--- src/rtl/vtab_pkg.sv ---
package vtab_pkg;
  localparam int VID_W  = 12;
  localparam int MASK_W = 10;
  localparam int PORT_W = 4;
  localparam int OP_W   = 3;
  localparam int PRIO_W = 3;

  typedef enum logic [OP_W-1:0] {
    OP_NOP       = 3'd0,
    OP_FLUSH     = 3'd1,
    OP_LOAD      = 3'd2,
    OP_PURGE     = 3'd3,
    OP_DROP_PORT = 3'd4
  } vt_op_e;

  typedef struct packed {
    logic              valid;
    logic [VID_W-1:0]  vid;
    logic [MASK_W-1:0] mask;
  } vt_entry_t;

  function automatic logic vid_hit(vt_entry_t e, logic [VID_W-1:0] v);
    return e.valid && (e.vid == v);
  endfunction

  // clear one member bit; a port number outside the mask leaves it alone
  function automatic logic [MASK_W-1:0] strip_port(logic [MASK_W-1:0] m,
                                                   logic [PORT_W-1:0] p);
    logic [MASK_W-1:0] r;
    r = m;
    for (int b = 0; b < MASK_W; b++)
      if (PORT_W'(b) == p) r[b] = 1'b0;
    return r;
  endfunction
endpackage

--- src/rtl/vtab_store.sv ---
module vtab_store
  import vtab_pkg::*;
#(
  parameter int N     = 16,
  parameter int IDX_W = 4
) (
  input  logic                 clk,
  input  logic                 rst_n,
  input  logic                 we,
  input  logic [IDX_W-1:0]     widx,
  input  vt_entry_t            wdata,
  output vt_entry_t [N-1:0]    entries
);
  for (genvar g = 0; g < N; g++) begin : g_slot
    always_ff @(posedge clk) begin
      if (!rst_n)
        entries[g] <= '0;
      else if (we && widx == IDX_W'(g))
        entries[g] <= wdata;
    end
  end
endmodule

--- src/rtl/vtab_lookup.sv ---
module vtab_lookup
  import vtab_pkg::*;
#(
  parameter int N = 16
) (
  input  logic              clk,
  input  logic              rst_n,
  input  vt_entry_t [N-1:0] entries,
  input  logic [VID_W-1:0]  key,
  output logic              hit,
  output logic [MASK_W-1:0] mask
);
  logic              hit_c;
  logic [MASK_W-1:0] mask_c;

  // lowest index wins: scan downward so the last assignment is the lowest
  always_comb begin
    hit_c  = 1'b0;
    mask_c = '0;
    for (int i = N - 1; i >= 0; i--) begin
      if (vid_hit(entries[i], key)) begin
        hit_c  = 1'b1;
        mask_c = entries[i].mask;
      end
    end
  end

  always_ff @(posedge clk) begin
    if (!rst_n) begin
      hit  <= 1'b0;
      mask <= '0;
    end else begin
      hit  <= hit_c;
      mask <= mask_c;
    end
  end
endmodule

--- src/rtl/vtab_seq.sv ---
module vtab_seq
  import vtab_pkg::*;
#(
  parameter int N     = 16,
  parameter int IDX_W = 4
) (
  input  logic              clk,
  input  logic              rst_n,
  input  logic              start,
  input  logic [OP_W-1:0]   op,
  input  logic [VID_W-1:0]  vid,
  input  logic [PORT_W-1:0] port,
  input  vt_entry_t         ld_entry,
  input  vt_entry_t [N-1:0] entries,
  output logic              busy,
  output logic              done,
  output logic              full_set,
  output logic              we,
  output logic [IDX_W-1:0]  widx,
  output vt_entry_t         wdata
);
  logic [IDX_W-1:0] idx, hidx, fidx;
  logic             fh, ff;
  vt_entry_t        cur;
  logic             hit_now, free_now, last;

  assign cur      = entries[idx];
  assign hit_now  = vid_hit(cur, vid);
  assign free_now = !cur.valid;
  assign last     = (idx == IDX_W'(N - 1));
  assign done     = busy && last;

  always_ff @(posedge clk) begin
    if (!rst_n) begin
      busy <= 1'b0;
      idx  <= '0;
      fh   <= 1'b0;
      ff   <= 1'b0;
      hidx <= '0;
      fidx <= '0;
    end else if (start) begin
      busy <= 1'b1;
      idx  <= '0;
      fh   <= 1'b0;
      ff   <= 1'b0;
    end else if (busy) begin
      if (hit_now && !fh) begin
        fh   <= 1'b1;
        hidx <= idx;
      end
      if (free_now && !ff) begin
        ff   <= 1'b1;
        fidx <= idx;
      end
      if (last) busy <= 1'b0;
      else      idx  <= idx + 1'b1;
    end
  end

  always_comb begin
    we       = 1'b0;
    widx     = idx;
    wdata    = cur;
    full_set = 1'b0;
    if (busy) begin
      case (vt_op_e'(op))
        OP_FLUSH: begin
          we    = 1'b1;
          wdata = '0;
        end
        OP_PURGE: begin
          if (hit_now) begin
            we          = 1'b1;
            wdata.valid = 1'b0;
          end
        end
        OP_DROP_PORT: begin
          if (cur.valid) begin
            we         = 1'b1;
            wdata.mask = strip_port(cur.mask, port);
          end
        end
        OP_LOAD: begin
          if (last) begin
            wdata = ld_entry;
            if (fh) begin
              we   = 1'b1;
              widx = hidx;
            end else if (hit_now) begin
              we = 1'b1;
            end else if (ff) begin
              we   = 1'b1;
              widx = fidx;
            end else if (free_now) begin
              we = 1'b1;
            end else begin
              full_set = 1'b1;
            end
          end
        end
        default: ;
      endcase
    end
  end
endmodule

--- src/rtl/vlan_cmd_engine.sv ---
module vlan_cmd_engine
  import vtab_pkg::*;
#(
  parameter int N_ENTRIES = 16
) (
  input  logic              clk,
  input  logic              rst_n,
  input  logic              hst_wr,
  input  logic              hst_sel,
  input  logic [31:0]       hst_wdata,
  output logic [31:0]       hst_rdata,
  input  logic [VID_W-1:0]  lk_vid,
  output logic              lk_hit,
  output logic [MASK_W-1:0] lk_mask
);
  localparam int IDX_W = (N_ENTRIES > 1) ? $clog2(N_ENTRIES) : 1;

  logic [OP_W-1:0]   c_op;
  logic [PORT_W-1:0] c_port;
  logic [VID_W-1:0]  c_vid;
  logic [PRIO_W-1:0] c_prio;
  logic              c_pen;
  logic [MASK_W-1:0] d_mask;
  logic              d_valid;
  logic              full_q;

  logic              busy, evt_done, evt_full_set;
  logic              st_we;
  logic [IDX_W-1:0]  st_widx;
  vt_entry_t         st_wdata;
  vt_entry_t [N_ENTRIES-1:0] entries;
  vt_entry_t         ld_entry;

  // named events for the checker
  logic evt_cmd_wr, evt_data_wr, evt_start, evt_cmd_drop, evt_data_drop;
  logic [OP_W+PORT_W+VID_W+PRIO_W:0] cmd_fields;

  assign evt_cmd_wr    = hst_wr && !hst_sel;
  assign evt_data_wr   = hst_wr && hst_sel;
  assign evt_start     = evt_cmd_wr && !busy && hst_wdata[3];
  assign evt_cmd_drop  = evt_cmd_wr && busy;
  assign evt_data_drop = evt_data_wr && busy;
  assign cmd_fields    = {c_pen, c_prio, c_vid, c_port, c_op};

  logic unused_wbits;
  assign unused_wbits = ^{hst_wdata[7:4], hst_wdata[15:12]};

  always_ff @(posedge clk) begin
    if (!rst_n) begin
      c_op    <= '0;
      c_port  <= '0;
      c_vid   <= '0;
      c_prio  <= '0;
      c_pen   <= 1'b0;
      d_mask  <= '0;
      d_valid <= 1'b0;
      full_q  <= 1'b0;
    end else begin
      if (evt_cmd_wr && !busy) begin
        c_op   <= hst_wdata[2:0];
        c_port <= hst_wdata[11:8];
        c_vid  <= hst_wdata[27:16];
        c_prio <= hst_wdata[30:28];
        c_pen  <= hst_wdata[31];
      end
      if (evt_data_wr && !busy) begin
        d_mask  <= hst_wdata[9:0];
        d_valid <= hst_wdata[11];
      end
      if (evt_start)         full_q <= 1'b0;
      else if (evt_full_set) full_q <= 1'b1;
    end
  end

  always_comb begin
    ld_entry.valid = d_valid;
    ld_entry.vid   = c_vid;
    ld_entry.mask  = d_mask;
  end

  assign hst_rdata = hst_sel
    ? {20'h0, d_valid, 1'b0, d_mask}
    : {c_pen, c_prio, c_vid, 4'h0, c_port, 3'b000, full_q, busy, c_op};

  vtab_seq #(.N(N_ENTRIES), .IDX_W(IDX_W)) u_seq (
    .clk      (clk),
    .rst_n    (rst_n),
    .start    (evt_start),
    .op       (c_op),
    .vid      (c_vid),
    .port     (c_port),
    .ld_entry (ld_entry),
    .entries  (entries),
    .busy     (busy),
    .done     (evt_done),
    .full_set (evt_full_set),
    .we       (st_we),
    .widx     (st_widx),
    .wdata    (st_wdata)
  );

  vtab_store #(.N(N_ENTRIES), .IDX_W(IDX_W)) u_store (
    .clk     (clk),
    .rst_n   (rst_n),
    .we      (st_we),
    .widx    (st_widx),
    .wdata   (st_wdata),
    .entries (entries)
  );

  vtab_lookup #(.N(N_ENTRIES)) u_lookup (
    .clk     (clk),
    .rst_n   (rst_n),
    .entries (entries),
    .key     (lk_vid),
    .hit     (lk_hit),
    .mask    (lk_mask)
  );
endmodule

--- config.mk ---
export PLATFORM = sky130hd
export DESIGN_NAME = vlan_cmd_engine
export DESIGN_NICKNAME = d
export VERILOG_FILES = /design/src/rtl/vtab_pkg.sv /design/src/rtl/vtab_store.sv /design/src/rtl/vtab_lookup.sv /design/src/rtl/vtab_seq.sv /design/src/rtl/vlan_cmd_engine.sv
export SDC_FILE = /design/constraint.sdc
export NUM_CORES = 1
export LEC_CHECK = 0
export BUFFER_PORTS_ARGS = -buffer_cell sky130_fd_sc_hd__buf_4
export CORE_MARGIN = 2
export CORE_UTILIZATION = 50
export CTS_BUF_LIST = sky130_fd_sc_hd__clkbuf_4 sky130_fd_sc_hd__clkbuf_8 sky130_fd_sc_hd__clkbuf_16
export CTS_CLUSTER_SIZE = 12
export DETAILED_ROUTE_END_ITERATION = 16
export PLACE_DENSITY = 0.73
export SLEW_MARGIN = 20
export SYNTH_ARGS = -nofsm -noshare
export SYNTH_HDL_FRONTEND = slang
export SYNTH_SLANG_ARGS = --single-unit
--- constraint.sdc ---
create_clock -name clk -period 9.34 [get_ports clk]
set_clock_uncertainty 0.2 [all_clocks]
set_input_delay 0.467 -clock clk [delete_from_list [all_inputs] [get_ports clk]]
set_output_delay 0.467 -clock clk [all_outputs]
set_load 0.02 [all_outputs]
# [Word-level counts from Yosys, hierarchy flattened]
# Index checks and enable logic that the tools add are counted.
[word_totals] regBits=429 latch_bits=0 ramBits=0 rom_bits=0 input_bits=48 output_inout_bits=43 word_cells=244 memories=0
[op_classes] add_sub_neg=1 n_mul=0 div_mod_pow=0 order_cmp=1 n_eq_ne=46 shifts=0 mux=76 bitwise_logic=3 reduce_logical=53
[ops] op="$eq 12x12->1" n=17
[ops] op="$mux 10" n=17
[ops] op="$bmux 23 s4" n=1
[ops] op="$mux 23" n=3
[ops] op="$mux 1" n=44
[ops] op="$logic_and 1x1->1" n=40
[ops] op="$eq 4x4->1 const B" n=9
[ops] op="$mux 32" n=1
[ops] op="$pmux 10 s3" n=1
[ops] op="$mux 4" n=6
[ops] op="$pmux 12 s2" n=1
[ops] op="$eq 3x4->1 const A" n=4
[ops] op="$eq 4x3->1 const B" n=4
[ops] op="$eq 2x4->1 const A" n=2
[ops] op="$eq 4x2->1 const B" n=2
[ops] op="$eq 4x4->1 const A" n=2
[ops] op="$logic_not 4->1" n=2
[ops] op="$eq 3x2->1 const B" n=2
[ops] op="$reduce_and 2->1" n=3
[ops] op="$reduce_and 3->1" n=2
[ops] op="$logic_not 1->1" n=5
[ops] op="$lt 4x5->1 const B" n=1
[ops] op="$add 4x1->4 const B" n=1
[ops] op="$eq 1x4->1 const A" n=1
[ops] op="other kinds (7)" n=9

# [Longest topological paths before layout]
[logic_depth] word_depth=18 depth_mapped=17 mapped_depth_nobuf=11

# [Modules after synthesis]
# From an unflattened synthesis, not the netlist that was laid out.
[hier_totals] cells_unflattened=2521 hier_area_um2=23921.7
[by_module_without_submodules] mod="vtab_store" n_inst=1 cells_each=1255 area_each_um2=13186.4 seq_area_each_um2=7367.1
[by_module_without_submodules] mod="vtab_seq" n_inst=1 cells_each=483 area_each_um2=4578.1 seq_area_each_um2=300.3
[by_module_without_submodules] mod="vtab_lookup" n_inst=1 cells_each=600 area_each_um2=4484.3 seq_area_each_um2=220.2
[by_module_without_submodules] mod="vlan_cmd_engine" n_inst=1 cells_each=183 area_each_um2=1672.9 seq_area_each_um2=700.7

# [Worst setup path after synthesis]
# No wires, ideal clock.
[synth_path] path_kind="reg2reg" start="register u_seq.idx[2]" end="register u_store.entries[322] (netlist name)" setup_ps=74 t_arrival_ps=3449 required_ps=9066 path_slack_ps=5617 stages_incl_launch_ff=14 path_buffers=2 period_less_slack_ps=3723 cell_sequence="dfxtp_1 > buf_6 > and2b_1 > a22o_1 > a221oi_1 > mux2_2 > nor4_1 > o2111ai_1 > o41ai_4 > nand3_1 > a21o_1 > nor3_4 > buf_6 > mux2i_1"
[synth_via] elab_chain_len=11 elab_cells_between_ends=27 classes_between="eq/ne: 3; mux: 22; reduce/logical: 2"
[synth_rtl] element="start, declared" line="vtab_seq.sv:22" source="logic [IDX_W-1:0] idx, hidx, fidx;"
[synth_rtl] element="start signal, assigned" line="vtab_seq.sv:56" source="else idx <= idx + 1'b1;"
[synth_rtl] element="$bmux 23 s4" line="vtab_seq.sv:27" source="assign cur = entries[idx];"
[synth_rtl] element="$mux 23 (implied by the code)" line="vtab_seq.sv:27"
[synth_rtl] element="$eq 12x12->1" line="vtab_pkg.sv:23" source="return e.valid && (e.vid == v);"
[synth_rtl] element="$logic_and 1x1->1" line="vtab_pkg.sv:23"
[synth_rtl] element="$mux 4" line="vtab_seq.sv:89" source="end else if (hit_now) begin"
[synth_rtl] element="$mux 4" line="vtab_seq.sv:86" source="if (fh) begin"
[synth_rtl] element="$mux 4" line="vtab_seq.sv:84" source="if (last) begin"
[synth_rtl] element="$mux 4" line="vtab_seq.sv:66" source="case (vt_op_e'(op))"
[synth_rtl] element="$mux 4" line="vtab_seq.sv:65" source="if (busy) begin"
[synth_rtl] element="$eq 4x4->1" line="vtab_store.sv:18" source="else if (we && widx == IDX_W'(g))"
[synth_rtl] element="$logic_and 1x1->1" line="vtab_store.sv:18"
# Several ways; a longest one is shown, not always the timed one. The select of a mux whose other input is x is not followed.
# A chain may end at the register's enable or synchronous reset.

# [Worst setup path in the final report]
[layout_path] start="register u_seq.idx[0]" end="register u_store.entries[336] (netlist name)"
[layout_via] elab_chain_len=11 elab_cells_between_ends=25 classes_between="eq/ne: 3; mux: 20; reduce/logical: 2"
[layout_rtl] element="$bmux 23 s4" line="vtab_seq.sv:27"
[layout_rtl] element="$mux 23 (implied by the code)" line="vtab_seq.sv:27"
[layout_rtl] element="$eq 12x12->1" line="vtab_pkg.sv:23"
[layout_rtl] element="$logic_and 1x1->1" line="vtab_pkg.sv:23"
[layout_rtl] element="$mux 4" line="vtab_seq.sv:89"
[layout_rtl] element="$mux 4" line="vtab_seq.sv:86"
[layout_rtl] element="$mux 4" line="vtab_seq.sv:84"
[layout_rtl] element="$mux 4" line="vtab_seq.sv:66"
[layout_rtl] element="$mux 4" line="vtab_seq.sv:65"
[layout_rtl] element="$eq 4x4->1" line="vtab_store.sv:18"
[layout_rtl] element="$logic_and 1x1->1" line="vtab_store.sv:18"
# Several ways; a longest one is shown, not always the timed one. The select of a mux whose other input is x is not followed.

==> results_dict.tcl <==
set metrics [dict create \
    final_cell_mix "511 x nand2_1, 459 x mux2i_1, 425 x dfxtp_1" \
    synthSimpleGateAreaFrac 0.166 \
    intPower_mw 3.07 \
    cts.htree.levels 2 \
    power.share.clock 0.475 \
    synth_top_family_by_area "multiplexers" \
    die_y_um 223 \
    synth_compound_area_frac 0.0823 \
    synth_flop_cell "dfxtp_1" \
    critical_path_class "reg2reg" \
    ir_drop_v 0.000115 \
    core_region_area_um2 47500 \
    place_congestion 0.941 \
    final.setup.tns_ps 0 \
    overflow 0 \
    rsz0062_at_grt "false" \
    crit_required_ps 9620 \
    path_clk_slew_ps 60 \
    worstHoldPathType "in2reg" \
    firstDrtPassIters 7 \
    rr_startpoint "u_seq.idx[0]" \
    grt_max_degree 131 \
    swShare 0.235 \
    ant_nets 0 \
    grt_pass1_vias 19000 \
    outcome "complete, no violations" \
    finalCriticalPeriod_ps 6230 \
    rr_worst_depth 13 \
    ios 91 \
    routed_wl_um 73700 \
    start_util 0.505 \
    grt_use_total 0.291 \
    pwr-share-seq 0.462 \
    fmax_mhz 160 \
    post_cts_buffers 0 \
    drive_gt1_frac 0.133 \
    io_buffers 82 \
    arrival_ps 6510 \
    num_vias 19700 \
    cts_buffers 46 \
    clock-sinks 429 \
    power_frac_comb 0.063 \
    wl_met3_um 6740 \
    vias_per_cell 6.18 \
    yosysUniqueCellTypes 93 \
    synth_fa_ha_area_frac 0.000521 \
    final_nets 2592 \
    clk_latency_ps 580 \
    yosysWarnings 0 \
    rows 80 \
    route.top_layer_used "met4" \
    min_period_over_period 0.667 \
    drv_slew 0 \
    cts_buffer_depth 3 \
    setup_viol 0 \
    maxCapViolCount 0 \
    clock-root-buffer "clkbuf_16" \
    synth-seq-cells 429 \
    drt-met1-wl_um 30800 \
    tightest_slew_ps 1230 \
    nFillCells 4011 \
    synth_area_um2 24000 \
    wl_met2_um 33000 \
    r2r_setup_slack_ps 3110 \
    synth.area.mux_share 0.266 \
    wl_per_cell_um 23.1 \
    die_w_um 223 \
    p_leak_nw 10.0 \
    hold_slack_ps 210 \
    die_area_um2 49800 \
    cts_resized 0 \
    endpoint_kind "flip-flop" \
    whs_path_depth 2 \
    syn2layout_area_growth_pct 10.1 \
    fin_util 0.556 \
    hold_path.startpoint "rst_n" \
    drc 0 \
    synth-xor-area-share 0.0726 \
    ys_seq_area_frac 0.358 \
    power_mw 4.01 \
    slew_headroom 0.180 \
    powerDensity_nw_per_um2 152 \
    final_common_cell "nand2_1" \
    hold_violations 0 \
    crit_path_max_fanout 46 \
    place_ws_ps 3250 \
    synth-async-reset-ratio 0 \
    synthCells 2564 \
    net-switching-power_mw 0.943 \
    crit_path_start_kind "flip-flop" \
    cts_hold_buffers 28 \
    drt_iter0_markers 2317 \
    regToRegEndpoint "u_store.entries[336]" \
    setup_ws_ps 3110 \
    antenna_found_initial 1 \
    dp_hpwl_um 48900 \
    synth_edf_count 0 \
    syn_avg_cell_area_um2 9.37 \
    holdPathEnd "c_prio[2]" \
    cts_tree "built" \
    grt_pass1_wl_um 113000 \
]
stage by stage:
stage	cell area [µm²]	instances
2_1_floorplan	24000	2567
3_3_place_gp	24600	3081
3_5_place_dp	24600	3081
4_1_cts	26400	3190
5_1_grt	26400	3192
6_report	26400	3192
per-layer routing:
| metal | vias to the layer above | GRT usage |
|---|---|---|
| li1 | 8895 | - |
| met1 | 9646 | 0.388 |
| met2 | 977 | 0.458 |
| met3 | 198 | 0.0557 |
| met4 | 0 | 0.129 |
| met5 | - | 0 |
flip-flops by register name (all words and copies together), names as in the netlist, 3 cells and up:
signal and flops:
u_seq.fidx 4, u_seq.idx 4, u_store.entries 368, u_lookup.mask 10, u_seq.hidx 4, c_prio 3, c_op 3, d_mask 10
c_port 4, c_vid 12
cells in the mapped netlist, types with 18 or more instances:
cell type | number | area share
nor3_1 | 22 | 0.0046
nand2_1 | 511 | 0.080
nor2_1 | 68 | 0.011
a21boi_0 | 33 | 0.010
o21ai_0 | 46 | 0.0096
nor4_1 | 25 | 0.0065
nand3_1 | 57 | 0.012
clkbuf_1 | 131 | 0.020
dfxtp_1 | 429 | 0.36
and2_1 | 20 | 0.0052
buf_4 | 28 | 0.0088
nand2b_1 | 25 | 0.0065
xnor2_1 | 133 | 0.049
nor2b_1 | 37 | 0.0096
a21oi_1 | 43 | 0.0090
mux2i_1 | 459 | 0.19
xor2_1 | 66 | 0.024
mux4_2 | 69 | 0.065
a22oi_1 | 18 | 0.0056
nand4_1 | 25 | 0.0065
inv_1 | 26 | 0.0041
logic make-up after synthesis:
logic type | count (synthesis)
buffers and inverters | 247
adders and majority gates | 1
and+or+nand+nor | 864
muxes | 546
AOI/OAI and AO/OA | 277
other | 1
xor gates and xnor gates | 199
DFF | 429
area by class of cell:
cell class / instances / area, µm² / share of cell area
repair buffers: 147 / 1200 / 0.0454
clock inverters: 10 / 125 / 0.00473
well taps: 615 / 769 / 0.0291
flip-flops and latches: 429 / 8600 / 0.325
multi-input cells: 1891 / 14200 / 0.537
inverters: 28 / 105 / 0.00397
diodes: 1 / 2.50 / 0.0000946
clock buffers: 71 / 1440 / 0.0545
how the worst max path moves through the flow:
stage	startpoint	depth (start not counted)	endpoint
6_report	u_seq.idx[0]	13	u_store.entries[336]
3_5_place_dp	u_seq.idx[0]	13	u_store.entries[341]
4_1_cts	u_seq.idx[0]	13	u_store.entries[341]
3_3_place_gp	u_seq.idx[0]	13	u_store.entries[198]
2_1_floorplan	u_seq.idx[2]	13	u_store.entries[322]
5_1_grt	u_seq.idx[0]	13	u_store.entries[338]
worst max-delay path: stages, from the launching register on:
cell and delay (ps):
dfxtp_4 700, buf_4 790, nor2b_2 600, a22oi_1 290
a32oi_1 300, nor2_1 120, nor4_1 290, o2111ai_1 300
o41ai_4 580, nand3_1 180, a21o_1 240, nor3_4 770
buf_4 440, mux2i_1 230
power by group through the flow:
stage                     Combinational, mW  Clock [mW]  Sequential [mW]
after floorplan                       0.176           0             1.88
after global placement                0.234           0             1.89
after detailed placement              0.237           0             1.89
after CTS                             0.248        1.91             1.85
after global routing                  0.268        2.00             1.85
final                                 0.253        1.91             1.85
Note: power is estimated with default switching activity, not from simulation.
